## config.mk

```make
export PLATFORM = sky130hd
export DESIGN_NAME = cap_reload_timer
export DESIGN_NICKNAME = d
export VERILOG_FILES = /design/src/rtl/crt_pkg.sv /design/src/rtl/crt_edge_sync.sv /design/src/rtl/crt_count_core.sv /design/src/rtl/crt_flags.sv /design/src/rtl/cap_reload_timer.sv
export SDC_FILE = /design/constraint.sdc
export NUM_CORES = 1
export LEC_CHECK = 0
export BUFFER_PORTS_ARGS = -buffer_cell sky130_fd_sc_hd__clkbuf_2
export CORE_ASPECT_RATIO = 1.25
export CORE_MARGIN = 1
export CORE_UTILIZATION = 30
export CTS_CLUSTER_SIZE = 24
export DETAILED_ROUTE_END_ITERATION = 10
export SLEW_MARGIN = 20
export SYNTH_ARGS = -nofsm -noshare
export SYNTH_HDL_FRONTEND = slang
export SYNTH_SLANG_ARGS = --single-unit
```

## constraint.sdc

```tcl
create_clock -name clk -period 2.43 [get_ports clk]
set_input_delay 0.1215 -clock clk [delete_from_list [all_inputs] [get_ports clk]]
set_output_delay 0.1215 -clock clk [all_outputs]
set_load 0.005 [all_outputs]
```

## src/rtl/crt_pkg.sv

```systemverilog
package crt_pkg;

  typedef enum logic [1:0] {
    MODE_CAPTURE = 2'd0,
    MODE_RELOAD  = 2'd1,
    MODE_UPDOWN  = 2'd2,
    MODE_BAUD    = 2'd3
  } crt_mode_e;

  // Baud / clock-out use overrides the other selections.
  function automatic crt_mode_e crt_decode(input logic cap_sel,
                                           input logic ud_sel,
                                           input logic baud_sel);
    if (baud_sel)     return MODE_BAUD;
    else if (cap_sel) return MODE_CAPTURE;
    else if (ud_sel)  return MODE_UPDOWN;
    else              return MODE_RELOAD;
  endfunction

endpackage

```

## src/rtl/crt_edge_sync.sv

```systemverilog
module crt_edge_sync #(
  parameter int STAGES = 2
) (
  input  logic clk,
  input  logic rst_n,
  input  logic pin,
  output logic level,
  output logic fall
);
  logic [STAGES-1:0] chain;
  logic              prev;

  generate
    if (STAGES < 2) begin : g_bad
      initial $error("crt_edge_sync needs at least two stages");
    end
  endgenerate

  always_ff @(posedge clk or negedge rst_n) begin
    if (!rst_n) begin
      chain <= '0;
      prev  <= 1'b0;
    end else begin
      chain <= {chain[STAGES-2:0], pin};
      prev  <= chain[STAGES-1];
    end
  end

  assign level = chain[STAGES-1];
  assign fall  = prev & ~chain[STAGES-1];
endmodule

```

## src/rtl/crt_count_core.sv

```systemverilog
module crt_count_core
  import crt_pkg::*;
#(
  parameter int WIDTH = 16
) (
  input  logic             clk,
  input  logic             rst_n,
  input  crt_mode_e        mode,
  input  logic             tick,
  input  logic             up_dir,
  input  logic             trig_load,
  input  logic             wr_en,
  input  logic [WIDTH-1:0] wr_data,
  input  logic [WIDTH-1:0] reload_val,
  output logic [WIDTH-1:0] count,
  output logic             wrap
);
  localparam logic [WIDTH-1:0] TOP  = {WIDTH{1'b1}};
  localparam logic [WIDTH-1:0] ONE  = {{(WIDTH-1){1'b0}}, 1'b1};

  logic [WIDTH-1:0] nxt;

  always_comb begin
    nxt  = count;
    wrap = 1'b0;
    if (trig_load) begin
      nxt = reload_val;
    end else if (wr_en) begin
      nxt = wr_data;
    end else if (tick) begin
      if (mode == MODE_UPDOWN && !up_dir) begin
        if (count == reload_val) begin
          nxt  = TOP;
          wrap = 1'b1;
        end else begin
          nxt = count - ONE;
        end
      end else if (count == TOP) begin
        wrap = 1'b1;
        nxt  = (mode == MODE_CAPTURE) ? '0 : reload_val;
      end else begin
        nxt = count + ONE;
      end
    end
  end

  always_ff @(posedge clk or negedge rst_n) begin
    if (!rst_n) count <= '0;
    else        count <= nxt;
  end
endmodule

```

## src/rtl/crt_flags.sv

```systemverilog
module crt_flags (
  input  logic clk,
  input  logic rst_n,
  input  logic trig_hit,
  input  logic wrap,
  input  logic ud_mode,
  input  logic baud_like,
  input  logic clr_ovf,
  input  logic clr_ext,
  output logic ovf_flag,
  output logic ext_flag,
  output logic ovf_pulse
);
  always_ff @(posedge clk or negedge rst_n) begin
    if (!rst_n) begin
      ovf_flag  <= 1'b0;
      ext_flag  <= 1'b0;
      ovf_pulse <= 1'b0;
    end else begin
      ovf_pulse <= wrap;
      if (wrap && !baud_like) ovf_flag <= 1'b1;
      else if (clr_ovf)       ovf_flag <= 1'b0;
      if (trig_hit)            ext_flag <= 1'b1;
      else if (wrap && ud_mode) ext_flag <= ~ext_flag;
      else if (clr_ext)        ext_flag <= 1'b0;
    end
  end
endmodule

```

## src/rtl/cap_reload_timer.sv

```systemverilog
module cap_reload_timer
  import crt_pkg::*;
#(
  parameter int WIDTH       = 16,
  parameter int SYNC_STAGES = 2
) (
  input  logic             clk,
  input  logic             rst_n,
  input  logic             run,
  input  logic             event_mode,
  input  logic             capture_mode,
  input  logic             updown_en,
  input  logic             trig_en,
  input  logic             rx_clk_sel,
  input  logic             tx_clk_sel,
  input  logic             clkout_en,
  input  logic             count_pin,
  input  logic             trig_pin,
  input  logic             alt_ovf_pulse,
  input  logic             wr_count,
  input  logic             wr_reload,
  input  logic [WIDTH-1:0] wr_data,
  input  logic             clr_ovf,
  input  logic             clr_ext,
  output logic [WIDTH-1:0] count,
  output logic [WIDTH-1:0] reload_cap,
  output logic             ovf_flag,
  output logic             ext_flag,
  output logic             irq,
  output logic             rx_baud_pulse,
  output logic             tx_baud_pulse
);
  logic      cnt_level, cnt_fall;
  logic      trig_level, trig_fall;
  logic      baud_like, ud_mode, trig_hit;
  logic      cap_ev, reload_ev, tick, wrap, ovf_pulse;
  crt_mode_e mode;

  crt_edge_sync #(.STAGES(SYNC_STAGES)) u_cnt_sync (
    .clk(clk), .rst_n(rst_n), .pin(count_pin),
    .level(cnt_level), .fall(cnt_fall)
  );

  crt_edge_sync #(.STAGES(SYNC_STAGES)) u_trig_sync (
    .clk(clk), .rst_n(rst_n), .pin(trig_pin),
    .level(trig_level), .fall(trig_fall)
  );

  assign baud_like = rx_clk_sel | tx_clk_sel | clkout_en;
  assign mode      = crt_decode(capture_mode, updown_en, baud_like);
  assign ud_mode   = (mode == MODE_UPDOWN);
  assign trig_hit  = trig_fall & trig_en & ~ud_mode;
  assign cap_ev    = trig_hit & (mode == MODE_CAPTURE);
  assign reload_ev = trig_hit & (mode == MODE_RELOAD);
  assign tick      = run & (event_mode ? cnt_fall : 1'b1);

  crt_count_core #(.WIDTH(WIDTH)) u_core (
    .clk(clk), .rst_n(rst_n), .mode(mode), .tick(tick),
    .up_dir(trig_level), .trig_load(reload_ev), .wr_en(wr_count),
    .wr_data(wr_data), .reload_val(reload_cap),
    .count(count), .wrap(wrap)
  );

  always_ff @(posedge clk or negedge rst_n) begin
    if (!rst_n)         reload_cap <= '0;
    else if (cap_ev)    reload_cap <= count;
    else if (wr_reload) reload_cap <= wr_data;
  end

  crt_flags u_flags (
    .clk(clk), .rst_n(rst_n), .trig_hit(trig_hit), .wrap(wrap),
    .ud_mode(ud_mode), .baud_like(baud_like),
    .clr_ovf(clr_ovf), .clr_ext(clr_ext),
    .ovf_flag(ovf_flag), .ext_flag(ext_flag), .ovf_pulse(ovf_pulse)
  );

  assign irq           = ovf_flag | ext_flag;
  assign rx_baud_pulse = rx_clk_sel ? ovf_pulse : alt_ovf_pulse;
  assign tx_baud_pulse = tx_clk_sel ? ovf_pulse : alt_ovf_pulse;
endmodule

```

==> metrics.txt <==
vias in the first global route=3525; CTS max path bufs=2; slew margin rel.=0.562; Hold Path Class=input pin to register; Worst Tran Pin Value=0.658 ns; Post-synth EDFFs=0; DR WL/cell=18.9 microns; Initial Util=0.313; CTS tree=built; Setup Skew=0.00597 ns; Peak VDD IR=273 uV; First-pass DRT Iterations=4; share of layout cells above drive strength 1=0.286; sequential area share after synthesis=0.306; first-pass GRT wire length=18.8 mm; WP data required=2.59 ns; drt drc=0; Syn Inst Count=414; DP Wirelength=8.79 mm; 1st-iter DRT viols=173; setup_tns=0 ns; Avg Inst Size Synth=8.11 sq um; row count=42; Die Ht=120 microns; synthesized cell area=3360 sq um; ys flop type=dfrtp_1; most frequent cells in the layout=clkbuf_2, nand2_1, o21ai_0, buf_4, dfrtp_1; library cells used by synthesis=59; Setup Buffers After CTS=0; Synthesized Nets=449; hold slack=0.113 ns; Final Max Slew Viols=0; WL final=11.9 mm; CP endpoint kind=register; Setup violations, final=0; Critical Path AT=2.44 ns; post-route ant nets=0; outcome=completed; Synthesis Warnings=0; Reg clk slew, reported paths=0.06 ns; maxcap violations=0; I/O Buffers=69; Fin. Hold Viols=0; total track usage=0.205; Core ar.=10700 sq um; Clk Latency, worst-skew pair=0.29 ns; diode count=0; P&R area growth vs syn=25.2%; H-tree depth=2; Seq cells post-synth=41; commonest non-fill, non-tap cell in the layout=clkbuf_2; pwr dens=553 nW/um^2; Pleak=1.77 nW; I/O Pins=70; largest net degree at the start of global routing=42; fin crit share=0.935; min cycle time layout=2.27 ns; pre-CTS setup slack=0.0645 ns; number of fill cells=1163; GRT overflow=0; initial antenna violation count=0; vias per inst=5.61; clk sink count=41; die area=11600 sq um; Die X=96.6 microns; worst setup margin=0.157 ns; final net count=532; crit-path max FO=6; FMAX=440 MHz; critical path type=register to register; Worst setup SP type=register; clock root buffer=clkbuf_16; TritonCTS Buffers=5; Placer Congestion=0.967; RSZ-0062 raised after global routing=false; Async S/R FF share, synth=1.00; via count=3531
[flip-flops by register name, indices dropped and copies added, names as in the netlist]
name / count
u_core.count: 16
u_trig_sync.chain: 2
u_cnt_sync.prev: 1
u_trig_sync.prev: 1
u_cnt_sync.chain: 2
u_flags.ovf_pulse: 1
u_flags.ext_flag: 1
reload_cap: 16
u_flags.ovf_flag: 1
[cell type report]
type,count,area [sq um],share of cell area
Multi-Input combinational cell,322,2110,0.501
Timing Repair Buffer,116,706,0.168
Sequential cell,41,1030,0.244
Tap cell,132,165,0.0393
Clock inverter,2,35.0,0.00833
Clock buffer,5,125,0.0298
Inverter,11,41.3,0.00982
[layer usage]
layer,vias to the layer above,wire [microns],share of wire,track usage
met3,25,491,0.041,0.0254
li1,1688,-,-,-
met5,-,0,0,0
met2,104,6070,0.51,0.358
met4,0,350,0.029,0.0933
met1,1714,4980,0.42,0.251
[path summary, 6_finish.rpt]
path,end,depth (start not counted),startpoint,slack (ns)
min in group asynchronous,reload_cap[8]$_DFFE_PN0P_,3,rst_n,0.46
worst max register to register,u_core.count[13]$_DFFE_PN0P_,5,u_core.count[5]$_DFFE_PN0P_,0.16
worst min-delay path,u_flags.ovf_flag$_DFFE_PN0P_,3,clr_ovf,0.11
worst min register to register,u_cnt_sync.chain[1]$_DFF_PN0_,0,u_cnt_sync.chain[0]$_DFF_PN0_,0.35
max in group asynchronous,u_core.count[9]$_DFFE_PN0P_,3,rst_n,1.56
worst max-delay path,u_core.count[13]$_DFFE_PN0P_,5,u_core.count[5]$_DFFE_PN0P_,0.16
[through the flow]
stage                util  total power [mW]  cells  cell area (sq um)
global placement    0.373              1.55    619               4000
global route        0.392              2.44    629               4200
detailed placement  0.373              1.56    619               4000
CTS                 0.391              2.34    629               4190
floorplan               -              1.28    414               3390
finish              0.392              2.32    629               4200
[kinds of logic after synthesis]
logic type	after synthesis	share of synthesized area
adder cells (fa/ha/maj)	2	0.00745
AO/OA/AOI/OAI	122	0.237
XOR/XNOR	33	0.0861
flip-flops	41	0.306
buffers and inverters	51	0.0786
multiplexers	21	0.0637
AND/OR/NAND/NOR	144	0.222
[worst max-delay path, stage by stage (launching register included)]
cell and delay, ns:
dfrtp_1 0.38, or4_4 0.56, or4_4 0.54, or3_1 0.38, a211oi_2 0.19, o311ai_1 0.10
[synth_stat cells, types with 7 or more instances]
library cell | n | share of area
a21oi_1 | 14 | 0.021
nand3_1 | 7 | 0.010
nor3_1 | 13 | 0.019
nand4_1 | 9 | 0.017
or4_1 | 7 | 0.016
o21ai_0 | 48 | 0.072
mux2i_1 | 18 | 0.054
nand2_1 | 52 | 0.058
dfrtp_1 | 41 | 0.31
nor4_1 | 12 | 0.022
xnor2_1 | 24 | 0.063
o31ai_1 | 11 | 0.025
inv_1 | 11 | 0.012
xor2_1 | 9 | 0.023
nor2_1 | 19 | 0.021
clkbuf_1 | 27 | 0.030
[power breakdown]
part	switching, mW	internal, mW	total (mW)	leakage, nW
combinational	0.376	0.328	0.703	1.20
sequential	0.104	0.752	0.856	0.492
clock	0.286	0.478	0.764	0.0797
[timing repair]
action	CTS	global route
endpoints found under the hold margin	43	0
resized for setup	0	3
endpoints found under the setup margin	0	3
hold buffers	3	0
(Power assumes the default switching activity.)
